--- src/rtl/rt_pkg.sv ---
package rt_pkg;

  localparam int ADDR_W = 2;

  typedef enum logic [ADDR_W-1:0] {
    REG_COUNT  = 2'd0,
    REG_RELOAD = 2'd1,
    REG_CTRL   = 2'd2,
    REG_FLAG   = 2'd3
  } reg_addr_e;

  // packed MSB first: bit 4 down to bit 0
  typedef struct packed {
    logic irq_en;
    logic sys_sel;
    logic ext_sel;
    logic gate_mode;
    logic run;
  } ctrl_t;

  localparam int CTRL_W = $bits(ctrl_t);

endpackage

--- src/rtl/rt_sync.sv ---
module rt_sync #(
  parameter int STAGES = 2
) (
  input  logic clk,
  input  logic rst,
  input  logic d,
  output logic q
);

  logic [STAGES-1:0] chain_q;

  generate
    if (STAGES == 1) begin : g_one
      always_ff @(posedge clk) begin
        if (rst) chain_q <= '0;
        else     chain_q <= d;
      end
    end else begin : g_many
      always_ff @(posedge clk) begin
        if (rst) chain_q <= '0;
        else     chain_q <= {chain_q[STAGES-2:0], d};
      end
    end
  endgenerate

  assign q = chain_q[STAGES-1];

endmodule

--- src/rtl/rt_tick_sel.sv ---
module rt_tick_sel (
  input  logic clk,
  input  logic rst,
  input  logic pin_s,
  input  logic gate_s,
  input  logic presc_tick,
  input  logic run,
  input  logic gate_mode,
  input  logic ext_sel,
  input  logic sys_sel,
  output logic tick
);

  logic pin_prev_q;
  logic pin_fall;
  logic src_tick;
  logic gate_ok;

  always_ff @(posedge clk) begin
    if (rst) pin_prev_q <= 1'b0;
    else     pin_prev_q <= pin_s;
  end

  assign pin_fall = pin_prev_q & ~pin_s;

  always_comb begin
    if (ext_sel)      src_tick = pin_fall;
    else if (sys_sel) src_tick = 1'b1;
    else              src_tick = presc_tick;
  end

  assign gate_ok = ~gate_mode | ~gate_s;
  assign tick    = run & gate_ok & src_tick;

endmodule

--- src/rtl/rt_count.sv ---
module rt_count #(
  parameter int W = 8
) (
  input  logic         clk,
  input  logic         rst,
  input  logic         wr_cnt,
  input  logic         wr_rel,
  input  logic [W-1:0] wr_data,
  input  logic         tick,
  output logic [W-1:0] cnt_q,
  output logic [W-1:0] rel_q,
  output logic         wrap
);

  localparam logic [W-1:0] TOP = {W{1'b1}};

  assign wrap = tick && (cnt_q == TOP);

  always_ff @(posedge clk) begin
    if (rst) begin
      cnt_q <= '0;
    end else if (wr_cnt) begin
      cnt_q <= wr_data;
    end else if (wrap) begin
      cnt_q <= rel_q;
    end else if (tick) begin
      cnt_q <= cnt_q + 1'b1;
    end
  end

  always_ff @(posedge clk) begin
    if (rst)         rel_q <= '0;
    else if (wr_rel) rel_q <= wr_data;
  end

endmodule

--- src/rtl/rt_flag.sv ---
module rt_flag (
  input  logic clk,
  input  logic rst,
  input  logic set,
  input  logic clr,
  input  logic irq_en_next,
  output logic flag_q,
  output logic irq_q
);

  logic flag_d;

  always_comb begin
    flag_d = flag_q;
    if (clr) flag_d = 1'b0;
    if (set) flag_d = 1'b1;
  end

  always_ff @(posedge clk) begin
    if (rst) begin
      flag_q <= 1'b0;
      irq_q  <= 1'b0;
    end else begin
      flag_q <= flag_d;
      irq_q  <= flag_d & irq_en_next;
    end
  end

endmodule

--- src/rtl/reload_timer8.sv ---
module reload_timer8
  import rt_pkg::*;
#(
  parameter int W           = 8,
  parameter int SYNC_STAGES = 2
) (
  input  logic              clk,
  input  logic              rst,
  input  logic              wr_en,
  input  logic [ADDR_W-1:0] wr_addr,
  input  logic [W-1:0]      wr_data,
  input  logic              presc_tick_i,
  input  logic              cnt_pin_i,
  input  logic              gate_pin_i,
  output logic [W-1:0]      cnt_o,
  output logic [W-1:0]      reload_o,
  output logic              ovf_flag_o,
  output logic              irq_o
);

  ctrl_t ctrl_q;
  ctrl_t ctrl_d;
  logic  wr_cnt, wr_rel, wr_ctrl, wr_clr;
  logic  pin_s, gate_s;
  logic  tick_w;
  logic  wrap_w;

  assign wr_cnt  = wr_en && (wr_addr == REG_COUNT);
  assign wr_rel  = wr_en && (wr_addr == REG_RELOAD);
  assign wr_ctrl = wr_en && (wr_addr == REG_CTRL);
  assign wr_clr  = wr_en && (wr_addr == REG_FLAG) && wr_data[0];

  always_comb begin
    ctrl_d = ctrl_q;
    if (wr_ctrl) ctrl_d = ctrl_t'(wr_data[CTRL_W-1:0]);
  end

  always_ff @(posedge clk) begin
    if (rst) ctrl_q <= '0;
    else     ctrl_q <= ctrl_d;
  end

  rt_sync #(.STAGES(SYNC_STAGES)) u_sync_cnt (
    .clk(clk), .rst(rst), .d(cnt_pin_i), .q(pin_s)
  );

  rt_sync #(.STAGES(SYNC_STAGES)) u_sync_gate (
    .clk(clk), .rst(rst), .d(gate_pin_i), .q(gate_s)
  );

  rt_tick_sel u_tick (
    .clk(clk),
    .rst(rst),
    .pin_s(pin_s),
    .gate_s(gate_s),
    .presc_tick(presc_tick_i),
    .run(ctrl_q.run),
    .gate_mode(ctrl_q.gate_mode),
    .ext_sel(ctrl_q.ext_sel),
    .sys_sel(ctrl_q.sys_sel),
    .tick(tick_w)
  );

  rt_count #(.W(W)) u_count (
    .clk(clk),
    .rst(rst),
    .wr_cnt(wr_cnt),
    .wr_rel(wr_rel),
    .wr_data(wr_data),
    .tick(tick_w),
    .cnt_q(cnt_o),
    .rel_q(reload_o),
    .wrap(wrap_w)
  );

  rt_flag u_flag (
    .clk(clk),
    .rst(rst),
    .set(wrap_w),
    .clr(wr_clr),
    .irq_en_next(ctrl_d.irq_en),
    .flag_q(ovf_flag_o),
    .irq_q(irq_o)
  );

endmodule

--- config.mk ---
export PLATFORM = sky130hd
export DESIGN_NAME = reload_timer8
export DESIGN_NICKNAME = d
export VERILOG_FILES = /design/src/rtl/rt_pkg.sv /design/src/rtl/rt_sync.sv /design/src/rtl/rt_tick_sel.sv /design/src/rtl/rt_count.sv /design/src/rtl/rt_flag.sv /design/src/rtl/reload_timer8.sv
export SDC_FILE = /design/constraint.sdc
export NUM_CORES = 1
export LEC_CHECK = 0
export ABC_AREA = 1
export BUFFER_PORTS_ARGS = -buffer_cell sky130_fd_sc_hd__buf_2
export CAP_MARGIN = 20
export CORE_ASPECT_RATIO = 1.2
export CORE_MARGIN = 2
export CORE_UTILIZATION = 30
export CTS_CLUSTER_DIAMETER = 80
export DETAILED_ROUTE_END_ITERATION = 12
export PLACE_DENSITY = 0.47
export SYNTH_ARGS = -nofsm -noshare
export SYNTH_HDL_FRONTEND = slang
export SYNTH_SLANG_ARGS = --single-unit
--- constraint.sdc ---
create_clock -name clk -period 3.3 [get_ports clk]
set_input_delay 0.66 -clock clk [delete_from_list [all_inputs] [get_ports clk]]
set_output_delay 0.66 -clock clk [all_outputs]
set_load 0.01 [all_outputs]
==> summary by stage <==
Outcome
The run finished with clean final reports.

STA
For the pin with the worst max-slew slack, the measured transition is 0.4377 ns. The number of slew-limit violations in the final report is 0. The clock arrives with 0.001388 ns of skew. The final critical-path required period is 1.551 ns. The highest achievable clock rate is 644.8 MHz. Summed over all failing endpoints, the final setup total negative slack is 0 ns. The part of the cycle the worst path needs is 0.4699. Headroom to the max-slew limit came out at 0.7075. Setup repair after global routing left no endpoint under its margin. The worst slack on hold paths is 0.4050 ns. The final hold violation count was 0.

Setup violations remaining at the end of the flow were counted as 0.

Synthesis
By area the synthesized netlist is led by dfxtp_1, nand2_1, inv_1, nor2_1, nand3_1. The number of unique standard cell types used by synthesis is 22. The flip-flop and latch count after synthesis is 28.

The post-synthesis net count is 229. The mean instance size in the synthesized netlist is 6.669 sq um. The summed instance area of the synthesized netlist is 0.001414 sq mm.

The cell accounting for the most synthesized area is dfxtp_1. The cell count after synthesis is 212. The share of synthesized area in the top cell type comes to 0.3965.

During synthesis, Yosys emitted a total of 0 warnings. Of the synthesized area, sequential elements account for 0.3965.

Flow run
Max-cap violations in this run came to 0.

Hold path
The worst hold path belongs to the class reg -> reg. The beginning of the worst hold path is u_sync_gate.chain_q[0]. The cell count of the worst hold path is 2. The endpoint of the worst hold-timing path is u_sync_gate.chain_q[1].

Critical path
The worst register-to-register path begins at u_count.cnt_q[0]. Walking the worst path, the cells encountered are buf_2. The sort of element at the end of the critical path is a primary output. On the critical path the largest part of the delay comes from flip-flops. The largest individual stage delay along the critical path comes from the cell dfxtp_1. The endpoint required time on the critical path is 2.64 ns.

The type of origin of the critical path is a flip-flop. In this run the critical register-to-register path is captured at u_count.cnt_q[1]. The category of the critical setup timing path is reg -> out. The setup check on the worst reg-to-reg path leaves a slack of 1.77 ns.

Of all nets on the critical path, the largest fanout is 6. The worst register-to-register path has a depth of 8. Data arrives at the worst endpoint at 0.89 ns.

In this design, the stage delay of the slowest critical-path cell is 0.45 ns. Counting both buffers and inverters, the worst setup path holds a total of 1.

Layout
The top cell types in the final layout, fill and taps aside, are nand2_1, inv_1, nor2_1, buf_2, dfxtp_1. Leaving out fill and tap cells, the most frequent cell in the layout is nand2_1. The number of antenna diodes in the final layout is 0. The final layout contains 262 nets. Of the cells placed in the final design, the portion with a size suffix greater than 1 is 0.2181. The layout overhead on the synthesized area is 18.23%.

Clock tree
TritonCTS built the clock tree. The tree is rooted in a clkbuf_8. The clock passes through at most 2 buffers.

The number of buffers inserted by post-CTS setup repair is 0. The number of buffers added by the clock tree synthesis step is 3. After clock tree synthesis, the clock-pin slew on the worst setup and hold paths is 0.09 ns.

The count of cells resized by post-cts repair is 0. The number of hold buffers added after cts is 0. Clock tree synthesis found a total of 28 sinks. In this run the number of H-tree levels came out at 1.

Clock latency on the worst-skew pair, taken at its later pin, is 0.27 ns.

Global routing
The number of global-route vias before repair is 1,135. The pin count of the biggest net entering global routing is 18. The initial antenna violation count is 0. The total overflow reported by the global router is 0. The total global routing track utilization is 0.1389. The first global-routing pass estimated 5.554 mm of wire.

Route
After detailed routing, the number of vias per cell comes to 4.279. The remaining number of nets flagged by the antenna check after routing is 0. The number of DRC markers after the initial detailed-route iteration is 49. After detailed routing, the number of remaining DRC violations is 0. The total wirelength of the detailed-routed design is 3.360 mm.

The number of optimization iterations in the first detailed-route pass is 4. In the final routed layout, each cell accounts on average for 11.16 um. The number of vias after detailed routing is 1,288.

Die
In this run the standard cell core region covers 0.004561 sq mm. The chip width is 66.67 um. The floorplan has 27 rows. The die is 79.20 um tall.

The initial utilization of the core area, before any placement, comes to 0.3100. Pin placement for this block handled 34 I/O pins. The die outline area is 0.005280 sq mm.

Placement
The quantity of I/O buffers inserted on ports is 33. The global placer's final weighted congestion is 0.7430. Summed over all nets, the half-perimeter wirelength after detailed placement is 2.693 mm.

Pwr
For this design the ratio of total power to cell area is 375.0 mW/mm^2. Across the VDD grid, the largest voltage drop is 0.1370 mV. The leakage power total is 0.8409 nW.
[cell usage after synthesis, drive strengths merged]
cell     n
nand2   49
a21oi   15
nor3     3
clkbuf   3
nor2    36
nand4    1
xnor2    2
inv     36
xor2     2
nand3   21
dfxtp   28
o21ai   12
ha       1
buf      2
clkinv   1
[how the worst max path moves through the flow]
stage / from / end / slack [ns] / cells after the start
floorplan: wr_addr[0] / u_count.rel_q[2] / 1.87 / 6
global placement: wr_addr[1] / u_count.cnt_q[1] / 1.48 / 8
detailed placement: wr_addr[1] / u_count.cnt_q[1] / 1.48 / 8
CTS: u_count.cnt_q[3] / cnt_o[3] / 1.73 / 1
global route: u_count.cnt_q[0] / u_count.cnt_q[0] / 1.61 / 8
finish: u_count.cnt_q[3] / cnt_o[3] / 1.75 / 1
[logic make-up (layout without fill, tap and decap cells)]
family / Yosys count / count (layout) / share of synthesized area
AO/OA/AOI/OAI: 27 / 27 / 0.1009
XOR/XNOR: 4 / 4 / 0.02478
adder cells (fa/ha/maj): 1 / 1 / 0.008848
buffers and inverters: 42 / 73 / 0.1142
flip-flops: 28 / 28 / 0.3965
AND/OR/NAND/NOR: 110 / 110 / 0.3549
[metrics by stage]
step                      worst slack, ns  power (W)  area, sq um  utilization  cells
after global routing                1.607  0.0006646         1672       0.3665    301
after CTS                           1.730  0.0006393         1672       0.3665    301
after floorplan                     1.867  0.0004201         1414            -    212
after detailed placement            1.479  0.0004526         1630       0.3575    298
final                               1.749  0.0006268         1672       0.3665    301
after global placement              1.483  0.0004530         1630       0.3575    298
[cell type report]
type | count | area, sq um
Fill cell | 522 | 2889
Clock buffer | 3 | 41.29
Multi-Input combinational cell | 142 | 691.9
Inverter | 37 | 140.1
Timing Repair Buffer | 33 | 165.2
Sequential cell | 28 | 560.5
Tap cell | 58 | 72.57
[sequential cells by signal, summed over array words and instances (netlist names)]
name and cells:
u_flag.irq_q 1, u_sync_cnt.chain_q 2, ctrl_q 5, u_count.rel_q 8, u_count.cnt_q 8, u_sync_gate.chain_q 2, u_flag.flag_q 1, u_tick.pin_prev_q 1
[per-layer routing]
metal / GRT usage / vias up / share of wire
li1: - / 716 / -
met1: 0.1846 / 542 / 0.46
met2: 0.2250 / 25 / 0.50
met3: 0.01841 / 5 / 0.029
met4: 0.05510 / 0 / 0.018
met5: 0 / - / 0
[power by group]
| part | switching, W | total [W] | internal [W] |
|---|---|---|---|
| sequential | 0.0000109 | 0.000363 | 0.000352 |
| clock | 0.000102 | 0.000184 | 0.0000820 |
| combinational | 0.0000502 | 0.0000803 | 0.0000301 |
Note: power is estimated with default switching activity, not from simulation.
